**src/rtl/xlate_pkg.sv**
```systemverilog
package xlate_pkg;
    localparam int VA_W     = 32;
    localparam int PG_OFF_W = 12;
    localparam int VPN_W    = VA_W - PG_OFF_W;
    localparam int PPN_W    = 20;
    localparam int ASID_W   = 8;

    localparam int PTE_V_BIT = 31;
    localparam int PTE_D_BIT = 30;
    localparam int PTE_R_BIT = 29;
    localparam int PTE_W_BIT = 28;
    localparam int PTE_X_BIT = 27;

    typedef enum logic [1:0] {
        ACC_RD  = 2'd0,
        ACC_WR  = 2'd1,
        ACC_EX  = 2'd2,
        ACC_RSV = 2'd3
    } acc_e;

    typedef struct packed {
        logic              vld;
        logic [VPN_W-1:0]  vpn;
        logic [ASID_W-1:0] asid;
        logic [PPN_W-1:0]  ppn;
        logic              rd;
        logic              wr;
        logic              ex;
        logic              dirty;
    } xl_entry_t;

    function automatic logic acc_ok(input xl_entry_t e, input acc_e a);
        case (a)
            ACC_RD:  return e.rd;
            ACC_WR:  return e.wr;
            ACC_EX:  return e.ex;
            default: return 1'b0;
        endcase
    endfunction
endpackage

```
**src/rtl/xlate_cam.sv**
```systemverilog
module xlate_cam
    import xlate_pkg::*;
#(
    parameter int ENTRIES = 8
) (
    input  logic              clk,
    input  logic              rst_n,
    input  logic              flush,
    input  logic [VPN_W-1:0]  lk_vpn,
    input  logic [ASID_W-1:0] lk_asid,
    output logic              lk_hit,
    output xl_entry_t         lk_entry,
    input  logic              fill_en,
    input  xl_entry_t         fill_entry
);
    localparam int PTR_W = (ENTRIES > 1) ? $clog2(ENTRIES) : 1;
    localparam logic [PTR_W-1:0] PTR_LAST = PTR_W'(ENTRIES - 1);

    typedef struct packed {
        xl_entry_t [ENTRIES-1:0] ent;
        logic [PTR_W-1:0]        ptr;
    } cam_st_t;

    cam_st_t st_d, st_q;
    logic [ENTRIES-1:0] match;
    logic [ENTRIES-1:0] vld_vec;

    for (genvar g = 0; g < ENTRIES; g++) begin : g_slot
        assign vld_vec[g] = st_q.ent[g].vld;
        assign match[g]   = st_q.ent[g].vld
                          && (st_q.ent[g].vpn  == lk_vpn)
                          && (st_q.ent[g].asid == lk_asid);
    end

    always_comb begin
        lk_hit   = |match;
        lk_entry = '0;
        for (int i = 0; i < ENTRIES; i++) begin
            if (match[i]) lk_entry = xl_entry_t'(lk_entry | st_q.ent[i]);
        end
    end

    always_comb begin
        st_d = st_q;
        if (fill_en) begin
            st_d.ent[st_q.ptr] = fill_entry;
            st_d.ptr = (st_q.ptr == PTR_LAST) ? '0 : st_q.ptr + 1'b1;
        end
        if (flush) begin
            for (int i = 0; i < ENTRIES; i++) st_d.ent[i].vld = 1'b0;
        end
    end

    always_ff @(posedge clk) begin
        if (!rst_n) st_q <= '0;
        else        st_q <= st_d;
    end

    // tags are unique, so a lookup never matches two slots
    assert_one_match_R3: assert property (@(posedge clk) disable iff (!rst_n)
        $onehot0(match));
    // a flush leaves nothing valid
    assert_flush_empties_R9: assert property (@(posedge clk) disable iff (!rst_n)
        flush |=> (vld_vec == '0));
    // empty out of reset
    assert_reset_empty_R11: assert property (@(posedge clk)
        !rst_n |=> (vld_vec == '0));
endmodule

```
**src/rtl/xlate_walker.sv**
```systemverilog
module xlate_walker
    import xlate_pkg::*;
(
    input  logic             clk,
    input  logic             rst_n,
    input  logic             start,
    input  logic [VPN_W-1:0] start_vpn,
    input  logic [VA_W-1:0]  base,
    output logic             busy,
    output logic             mem_rd_en,
    output logic [VA_W-1:0]  mem_rd_addr,
    input  logic             mem_rd_valid,
    input  logic [31:0]      mem_rd_data,
    output logic             done,
    output logic [31:0]      pte
);
    typedef enum logic [1:0] {WK_IDLE, WK_REQ, WK_WAIT} wk_state_e;

    typedef struct packed {
        wk_state_e       state;
        logic [VA_W-1:0] addr;
    } wk_st_t;

    wk_st_t st_d, st_q;

    always_comb begin
        st_d = st_q;
        case (st_q.state)
            WK_IDLE: if (start) begin
                st_d.state = WK_REQ;
                st_d.addr  = base + VA_W'({start_vpn, 2'b00});
            end
            WK_REQ:  st_d.state = WK_WAIT;
            WK_WAIT: if (mem_rd_valid) st_d.state = WK_IDLE;
            default: st_d.state = WK_IDLE;
        endcase
    end

    always_ff @(posedge clk) begin
        if (!rst_n) st_q <= '{state: WK_IDLE, addr: '0};
        else        st_q <= st_d;
    end

    assign busy        = (st_q.state != WK_IDLE);
    assign mem_rd_en   = (st_q.state == WK_REQ);
    assign mem_rd_addr = st_q.addr;
    assign done        = (st_q.state == WK_WAIT) && mem_rd_valid;
    assign pte         = mem_rd_data;

    // one read pulse per walk
    assert_single_read_R4: assert property (@(posedge clk) disable iff (!rst_n)
        mem_rd_en |=> !mem_rd_en);
    // the top never starts a walk while one is running
    assert_no_restart_R4: assert property (@(posedge clk) disable iff (!rst_n)
        busy |-> !start);
endmodule

```
**src/rtl/addr_xlate_unit.sv**
```systemverilog
module addr_xlate_unit
    import xlate_pkg::*;
#(
    parameter int ENTRIES = 8
) (
    input  logic              clk,
    input  logic              rst_n,
    input  logic              req_valid,
    input  logic [VA_W-1:0]   req_vaddr,
    input  logic [ASID_W-1:0] req_asid,
    input  logic [1:0]        req_acc,
    output logic              req_ready,
    output logic              rsp_valid,
    output logic              rsp_hit,
    output logic [VA_W-1:0]   rsp_paddr,
    output logic              rsp_pfault,
    output logic              rsp_perm_fault,
    input  logic              kernel_mode,
    input  logic              ptbr_we,
    input  logic [VA_W-1:0]   ptbr_wdata,
    input  logic              flush,
    output logic              mem_rd_en,
    output logic [VA_W-1:0]   mem_rd_addr,
    input  logic              mem_rd_valid,
    input  logic [31:0]       mem_rd_data
);
    typedef struct packed {
        logic [VA_W-1:0]     ptbr;
        logic [VPN_W-1:0]    p_vpn;
        logic [ASID_W-1:0]   p_asid;
        acc_e                p_acc;
        logic [PG_OFF_W-1:0] p_off;
        logic                rv;
        logic                rh;
        logic                rpf;
        logic                rperm;
        logic [VA_W-1:0]     rpa;
    } top_st_t;

    top_st_t st_d, st_q;

    logic        cam_hit;
    xl_entry_t   cam_ent;
    xl_entry_t   fill_entry;
    logic        fill_en;
    logic        wk_busy, wk_done, accept, wk_start;
    logic [31:0] wk_pte;
    acc_e        acc_in;

    assign acc_in    = acc_e'(req_acc);
    assign req_ready = !wk_busy;
    assign accept    = req_valid && !wk_busy;
    assign wk_start  = accept && !cam_hit;

    always_comb begin
        fill_entry.vld   = wk_pte[PTE_V_BIT];
        fill_entry.dirty = wk_pte[PTE_D_BIT];
        fill_entry.rd    = wk_pte[PTE_R_BIT];
        fill_entry.wr    = wk_pte[PTE_W_BIT];
        fill_entry.ex    = wk_pte[PTE_X_BIT];
        fill_entry.ppn   = wk_pte[PPN_W-1:0];
        fill_entry.vpn   = st_q.p_vpn;
        fill_entry.asid  = st_q.p_asid;
    end
    assign fill_en = wk_done && wk_pte[PTE_V_BIT];

    xlate_cam #(.ENTRIES(ENTRIES)) u_cam (
        .clk        (clk),
        .rst_n      (rst_n),
        .flush      (flush),
        .lk_vpn     (req_vaddr[VA_W-1:PG_OFF_W]),
        .lk_asid    (req_asid),
        .lk_hit     (cam_hit),
        .lk_entry   (cam_ent),
        .fill_en    (fill_en),
        .fill_entry (fill_entry)
    );

    xlate_walker u_walk (
        .clk          (clk),
        .rst_n        (rst_n),
        .start        (wk_start),
        .start_vpn    (req_vaddr[VA_W-1:PG_OFF_W]),
        .base         (st_q.ptbr),
        .busy         (wk_busy),
        .mem_rd_en    (mem_rd_en),
        .mem_rd_addr  (mem_rd_addr),
        .mem_rd_valid (mem_rd_valid),
        .mem_rd_data  (mem_rd_data),
        .done         (wk_done),
        .pte          (wk_pte)
    );

    always_comb begin
        st_d       = st_q;
        st_d.rv    = 1'b0;
        st_d.rh    = 1'b0;
        st_d.rpf   = 1'b0;
        st_d.rperm = 1'b0;
        st_d.rpa   = '0;
        if (ptbr_we && kernel_mode) st_d.ptbr = ptbr_wdata;
        if (accept) begin
            st_d.p_vpn  = req_vaddr[VA_W-1:PG_OFF_W];
            st_d.p_asid = req_asid;
            st_d.p_acc  = acc_in;
            st_d.p_off  = req_vaddr[PG_OFF_W-1:0];
            if (cam_hit) begin
                st_d.rv = 1'b1;
                st_d.rh = 1'b1;
                if (acc_ok(cam_ent, acc_in))
                    st_d.rpa = {cam_ent.ppn, req_vaddr[PG_OFF_W-1:0]};
                else
                    st_d.rperm = 1'b1;
            end
        end
        if (wk_done) begin
            st_d.rv = 1'b1;
            if (!wk_pte[PTE_V_BIT])
                st_d.rpf = 1'b1;
            else if (acc_ok(fill_entry, st_q.p_acc))
                st_d.rpa = {fill_entry.ppn, st_q.p_off};
            else
                st_d.rperm = 1'b1;
        end
    end

    always_ff @(posedge clk) begin
        if (!rst_n) st_q <= '{p_acc: ACC_RD, default: '0};
        else        st_q <= st_d;
    end

    assign rsp_valid      = st_q.rv;
    assign rsp_hit        = st_q.rh;
    assign rsp_paddr      = st_q.rpa;
    assign rsp_pfault     = st_q.rpf;
    assign rsp_perm_fault = st_q.rperm;

    // a hit answers in the next cycle
    assert_hit_next_cycle_R2: assert property (@(posedge clk) disable iff (!rst_n)
        (accept && cam_hit) |=> (rsp_valid && rsp_hit));
    // lookups are blocked while the table read is out
    assert_ready_low_walk_R4: assert property (@(posedge clk) disable iff (!rst_n)
        mem_rd_en |-> !req_ready);
    // an invalid table entry faults with a zero address
    assert_invalid_faults_R6: assert property (@(posedge clk) disable iff (!rst_n)
        (wk_done && !wk_pte[PTE_V_BIT]) |=> (rsp_pfault && !rsp_hit && rsp_paddr == '0));
    // the two fault kinds never appear together
    assert_fault_exclusive_R7: assert property (@(posedge clk) disable iff (!rst_n)
        rsp_valid |-> !(rsp_pfault && rsp_perm_fault));
    // the base register moves only on a privileged write
    assert_ptbr_locked_R10: assert property (@(posedge clk) disable iff (!rst_n)
        !(ptbr_we && kernel_mode) |=> $stable(st_q.ptbr));
endmodule

```
**config.mk**
```make
export PLATFORM = sky130hd
export DESIGN_NAME = addr_xlate_unit
export DESIGN_NICKNAME = d
export VERILOG_FILES = /design/src/rtl/xlate_pkg.sv /design/src/rtl/xlate_cam.sv /design/src/rtl/xlate_walker.sv /design/src/rtl/addr_xlate_unit.sv
export SDC_FILE = /design/constraint.sdc
export NUM_CORES = 1
export LEC_CHECK = 0
export BUFFER_PORTS_ARGS = -buffer_cell sky130_fd_sc_hd__clkbuf_2
export CAP_MARGIN = 20
export CORE_MARGIN = 3
export CORE_UTILIZATION = 25
export CTS_CLUSTER_SIZE = 28
export DETAILED_ROUTE_END_ITERATION = 8
export GPL_TIMING_DRIVEN = 0
export SYNTH_ARGS = -nofsm -noshare
export SYNTH_HDL_FRONTEND = slang
export SYNTH_SLANG_ARGS = --single-unit
export TNS_END_PERCENT = 20
```
**constraint.sdc**
```tcl
create_clock -name clk -period 3.82 [get_ports clk]
set_input_delay 0.191 -clock clk [delete_from_list [all_inputs] [get_ports clk]]
set_output_delay 0.191 -clock clk [all_outputs]
set_load 0.01 [all_outputs]
```
# [Yosys cells after proc, flatten, opt, wreduce, memory -nomap -nowiden]
# Index checks and enable logic that the tools add are counted.
[op_classes] div=0 reduce_logical=34 multipliers=0 muxes=33 shifts=0 bitwise_logic=8 eq_ne=25 order_cmp=2 addsub=2
[ops] operator="$bwmux W424" n=1
[ops] operator="$mux W24" n=8
[ops] operator="$or A24 B24 Y24" n=7
[ops] operator="$eq A20 B20 Y1" n=8
[ops] operator="$demux W53 S3" n=1
[ops] operator="$mux W33" n=4
[ops] operator="$eq A8 B8 Y1" n=8
[ops] operator="$mux W32" n=2
[ops] operator="$mux W53" n=1
[ops] operator="$mux W34" n=1
[ops] operator="$add A32 B22 Y32" n=1
[ops] operator="$logic_and A1 B1 Y1" n=22
[ops] operator="$mux W1" n=8
[ops] operator="$reduce_and A2 Y1" n=4
[ops] operator="$reduce_or A8 Y1" n=1
[ops] operator="$eq A2 B1 Y1 const B" n=3
[ops] operator="$eq A2 B2 Y1 const B" n=3
[ops] operator="$logic_not A2 Y1" n=3
[ops] operator="$mux W2" n=3
[ops] operator="$pmux W1 S3" n=2
[ops] operator="$pmux W2 S3" n=1
[ops] operator="$lt A3 B4 Y1 const B" n=1
[ops] operator="$add A3 B1 Y3 const B" n=1
[ops] operator="$eq A3 B3 Y1 const B" n=1
[ops] operator="8 further kinds" n=9
[word_totals] n_memories=0 mem_bits_rw=0 output_inout_bits=70 word_cells=181 rom_bits=0 latchBits=0 regBits=571 in_bits=113

# [Logic depth before layout (Yosys ltp)]
[logic_depth] word_depth=27 ltp_mapped=12 depth_no_buf=11

# [Modules after synthesis]
# From an unflattened synthesis, not the netlist that was laid out.
[hier_totals] hier_cells=3600 area_unflattened_um2=28811.4
[by_module_without_submodules] module="xlate_cam" area_each_um2=21583.2 seq_area_each_um2=8548.2 n_inst=1 cells_per_inst=2745
[by_module_without_submodules] module="addr_xlate_unit" area_each_um2=4159.0 seq_area_each_um2=2202.1 n_inst=1 cells_per_inst=449
[by_module_without_submodules] module="xlate_walker" area_each_um2=3069.2 seq_area_each_um2=680.7 n_inst=1 cells_per_inst=406

# [Least setup slack after synthesis]
# Ideal clock, no wire load.
[synth_timing] path_type="input to register" from="input req_vaddr[13]" to="register u_walk.st_q (netlist bit u_walk.mem_rd_addr[22])" n_path_buf=1 arrival_time_ps=2653 path_slack_ps=1088 path_stages=11 required_time_ps=3741 setup_ps=79 path_cell_list="buf_2 inv_1 fa_1 nand2b_1 a211oi_1 nor2_1 a211oi_1 o41ai_1 a21o_1 or4b_1 o211ai_1"
[synth_via] elab_chain_cells=7 elab_cells_between_ends=29 classes_between="add/sub (1); eq/ne (8); reduce/logical (20)"
[synth_rtl] element="from (decl)" line_no="addr_xlate_unit.sv:9" source="input logic [VA_W-1:0] req_vaddr,"
[synth_rtl] element="branches (longest 7 deep; another with $add A32 B22 Y32)"
[synth_rtl] element="to (signal assigned)" line_no="xlate_walker.sv:40" source="if (!rst_n) st_q <= '{state: WK_IDLE, addr: '0};"
[synth_rtl] element="to (signal assigned)" line_no="xlate_walker.sv:41" source="else st_q <= st_d;"
[synth_rtl] element="to (decl)" line_no="xlate_walker.sv:24" source="wk_st_t st_d, st_q;"
# Parallel ways; which one is timed is not known.
# A chain may end at the register's enable or synchronous reset.

# [Worst setup path in the final report]
[layout_timing] from="input req_asid[6]" to="register st_q (netlist bit rsp_paddr[28])"
[layout_via] elab_chain_cells=26 elab_cells_between_ends=41 classes_between="eq/ne (8); mux (17); bitwise (7); reduce/logical (9)"
[layout_rtl] element="from (decl)" line_no="addr_xlate_unit.sv:10" source="input logic [ASID_W-1:0] req_asid,"
[layout_rtl] element="$eq A8 B8 Y1" line_no="xlate_cam.sv:32" source="&& (st_q.ent[g].asid == lk_asid);"
[layout_rtl] element="$logic_and A1 B1 Y1" line_no="xlate_cam.sv:32"
[layout_rtl] element="$mux W24" line_no="xlate_cam.sv:39" source="if (match[i]) lk_entry = xl_entry_t'(lk_entry | st_q.ent[i]);"
[layout_rtl] element="$or A24 B24 Y24" line_no="xlate_cam.sv:39"
[layout_rtl] element="$mux W24" line_no="xlate_cam.sv:39"
[layout_rtl] element="$or A24 B24 Y24" line_no="xlate_cam.sv:39"
[layout_rtl] element="$mux W24" line_no="xlate_cam.sv:39"
[layout_rtl] element="$or A24 B24 Y24" line_no="xlate_cam.sv:39"
[layout_rtl] element="(+10 left out)"
[layout_rtl] element="$mux W1" line_no="addr_xlate_unit.sv:107" source="if (cam_hit) begin"
[layout_rtl] element="$mux W1" line_no="addr_xlate_unit.sv:102" source="if (accept) begin"
[layout_rtl] element="$mux W32" line_no="addr_xlate_unit.sv:110" source="if (acc_ok(cam_ent, acc_in))"
[layout_rtl] element="$mux W33 *" line_no="addr_xlate_unit.sv:107"
[layout_rtl] element="$mux W33 *" line_no="addr_xlate_unit.sv:102"
[layout_rtl] element="$mux W32" line_no="addr_xlate_unit.sv:120" source="else if (acc_ok(fill_entry, st_q.p_acc))"
[layout_rtl] element="$mux W33" line_no="addr_xlate_unit.sv:118" source="if (!wk_pte[PTE_V_BIT])"
[layout_rtl] element="$mux W33 *" line_no="addr_xlate_unit.sv:116" source="if (wk_done) begin"
[layout_rtl] element="to (signal assigned)" line_no="addr_xlate_unit.sv:129" source="else st_q <= st_d;"
[layout_rtl] element="to (decl)" line_no="addr_xlate_unit.sv:40" source="top_st_t st_d, st_q;"
# Mark *: on every way between the ends. The rest lies on a longest branch, timed or not. The select of a mux whose other input is x is not followed.

==> run summary <==
Status -> finished clean
Die span in x -> 324 um
Hold Slack -> 0.0160 ns
Worst min path class -> input pin to register
Area of the multi-input gates -> 0.0123 mm^2
Synth Instances -> 3,273
GRT Overall Usage -> 18.8%
Vias -> 24,500
Syn Area/Cell -> 7.72 um^2
Post-synth EDFFs -> 0
Critical Path RT -> 4.39 ns
Worst-path fanout max -> 10
Final Hold Violating Endpoints -> 0
Max Slew Vio Count -> 0
Critical Path AT -> 4.29 ns
Fin crit period -> 3.72 ns
Die area -> 0.105 mm^2
DP HPWL -> 71.0 mm
Layout area overhead -> 19.9%
Fmax -> 269 MHz
Commonest non-fill, non-tap cell in the layout -> nand2_1
Layout fillers -> 10,700
Tightest Pin Transition -> 1.19 ns
First-pass GRT wire length -> 148 mm
# port buffers -> 144
Row count -> 115
Yosys warning count -> 0
Worst-path clk slew -> 0.06 ns
Unrepaired setup endpoints after global routing -> false
Post-route DRC -> 0
Initial Util -> 25.4%
Core ar. -> 0.0993 mm^2
Peak VDD IR -> 0.313 mV
Post-synth top area share -> 44.6%
Startpoint types -> input pin
Hold Startpoint -> rst_n
Seq. cell area -> 0.0113 mm^2
Worst path slowest cell -> clkbuf_1
Drt first-iter violations -> 2,714
CP cell instances -> dlygate4sd3_1 > buf_2 > xor2_1 > nor4_1 > nand3_1 > nor4_2 > buf_4 > clkbuf_1 > clkbuf_2 > a22oi_1 > and3_1 > o21ai_1
CTS tree -> done
Final Worst Setup Slack -> 0.105 ns
Post-DR wirelength/cell -> 20.8 um
Largest net degree at the start of global routing -> 16
Clk_skew -> 0.0421 ns
Sequential-to-total area share from yosys stat -> 44.6%
ANT nets after route -> 0
WS Path Type -> input pin to register
I/O pin count -> 183
TritonCTS Buffers -> 57
CP delay by family, top -> buffers and inverters
Routed WL -> 102 mm
Register bit total from synthesis -> 563
Vias in the first global route -> 22,500
Critical path endpoint category -> register
Clk root buf -> clkbuf_16
Nets -> 3,686
Finished Core Util -> 30.5%
Syn nets -> 3,409
Height of the die -> 324 um
Count of different cell masters after synthesis -> 69
Total gr overflow -> 0
# setup viols final -> 0
Top cells by area, synth -> dfxtp_1 45%, nand2_1 15%, a21oi_1 10%
Slew HR -> 20.7%
Crit. Startpoint -> req_asid[6]
Clk_lat worst skew -> 0.65 ns
Max Cap Viol -> 0
Longest Clk Path Bufs -> 3
P per Cell Area -> 430 mW/mm^2
Vias per cell -> 5.02
Final RePlAce weighted congestion -> 0.948
# H-tree levels -> 2
Initial antenna violation count -> 5
Most frequent cells in the layout -> 1,040 x nand2_1, 563 x dfxtp_1, 509 x a21oi_1
Setup WS pre-CTS -> -0.552 ns
Share of cells above drive strength 1 -> 10.0%
Pleak -> 0.0100 uW
Cell taking the most area after synthesis -> dfxtp_1
Worst Path Buf+Inv -> 5
# clock sinks -> 563
FF-to-FF Start -> u_cam.st_q[408]$_SDFFE_PN0P_
Period Utilization, post-route -> 97.3%
Drt first pass iters -> 7
Max incr delay on CP -> 0.66 ns
Synthesized area -> 0.0253 mm^2
Top_reg_cell synth -> dfxtp_1
Asr flop ratio synth -> 0%
## per-stage QoR
step                total power [uW]  setup TNS (ns)  area [um^2]  instances
floorplan                       6750               0        25300       3273
global placement                7210          -41.42        27600       4704
detailed placement              7220          -11.22        27600       4709
CTS                            13000               0        30300       4884
global route                   13400               0        30300       4885
finish                         13000               0        30300       4886
## registers in the layout, indices dropped and copies added, names as in the netlist
name                cells
rsp_pfault              1
rsp_paddr              32
u_walk.mem_rd_addr     32
rsp_valid               1
fill_entry             28
rsp_hit                 1
st_q                   46
rsp_perm_fault          1
u_cam.st_q            419
u_walk.st_q             2
## power breakdown
group	switching (uW)	leakage, uW	internal (uW)	total, uW
clock network	2550	0.000959	3290	5840
registers	41.4	0.00455	5950	5990
logic	803	0.00453	376	1180
## worst paths after layout
kind,endpoint,slack [ns],cells after the start
max,rsp_paddr[28]$_SDFF_PN0_,0.10,12
min,u_walk.mem_rd_addr[22]$_SDFFE_PN0P_,0.02,3
max reg2reg,rsp_paddr[7]$_SDFF_PN0_,0.15,10
min reg2reg,rsp_paddr[8]$_SDFF_PN0_,0.45,2
## per-layer routing
| layer | GRT usage (%) | wire length (um) | up-vias | share of wire [%] |
|---|---|---|---|---|
| met5 | 0 | 17 | - | 0.017 |
| met4 | 8.08 | 4680 | 2 | 4.6 |
| met3 | 3.72 | 9840 | 237 | 9.7 |
| met2 | 29.9 | 45300 | 1158 | 45 |
| met1 | 24.7 | 41900 | 11700 | 41 |
| li1 | - | - | 11400 | - |
## what timing repair did
item,4_1_cts,5_1_grt
endpoints found under the hold margin,180,0
buffers inserted,0,0
gates resized for setup,2,3
setup endpoints to repair,10,50
pin swaps,0,1
hold buffers,68,0
## cell families (layout without fill, tap and decap cells)
family | Yosys count | count (layout) | share of synthesized area (%)
DFF | 563 | 563 | 44.6
xor gates and xnor gates | 240 | 240 | 8.32
muxes | 15 | 15 | 0.595
AOI/OAI and AO/OA | 728 | 728 | 16.3
buffers and inverters | 375 | 700 | 6.78
adders and majority gates | 23 | 23 | 1.17
other | 0 | 1 | 0
and+or+nand+nor | 1329 | 1329 | 22.2
## final cells by class
cell class / count / share of cell area [%]
tap: 1287 / 5.32
inverter: 37 / 0.459
multi-input combinational: 2335 / 40.6
sequential: 563 / 37.2
clock buffer: 85 / 5.63
antenna: 1 / 0.00827
buffer: 338 / 5.21
timing repair buffer: 218 / 4.81
clock inverter: 22 / 0.732
## synthesized netlist by cell type, types with 29 or more instances
library cell and number:
buf_2 30, buf_4 67, nand4_1 78, nand2_1 1040, xnor2_1 192, o21ai_1 33
xor2_1 48, a21oi_1 509, nor4_1 29, dfxtp_1 563, clkbuf_1 234, inv_1 36
nand3_1 29, a22oi_1 40, nor2_1 55
## tightest hold or removal path, cell delays in order
cell and delay (ns):
clkbuf_2 0.20, nand2_1 0.12, o211ai_1 0.07
No activity file was read; power rests on OpenSTA's default activity.
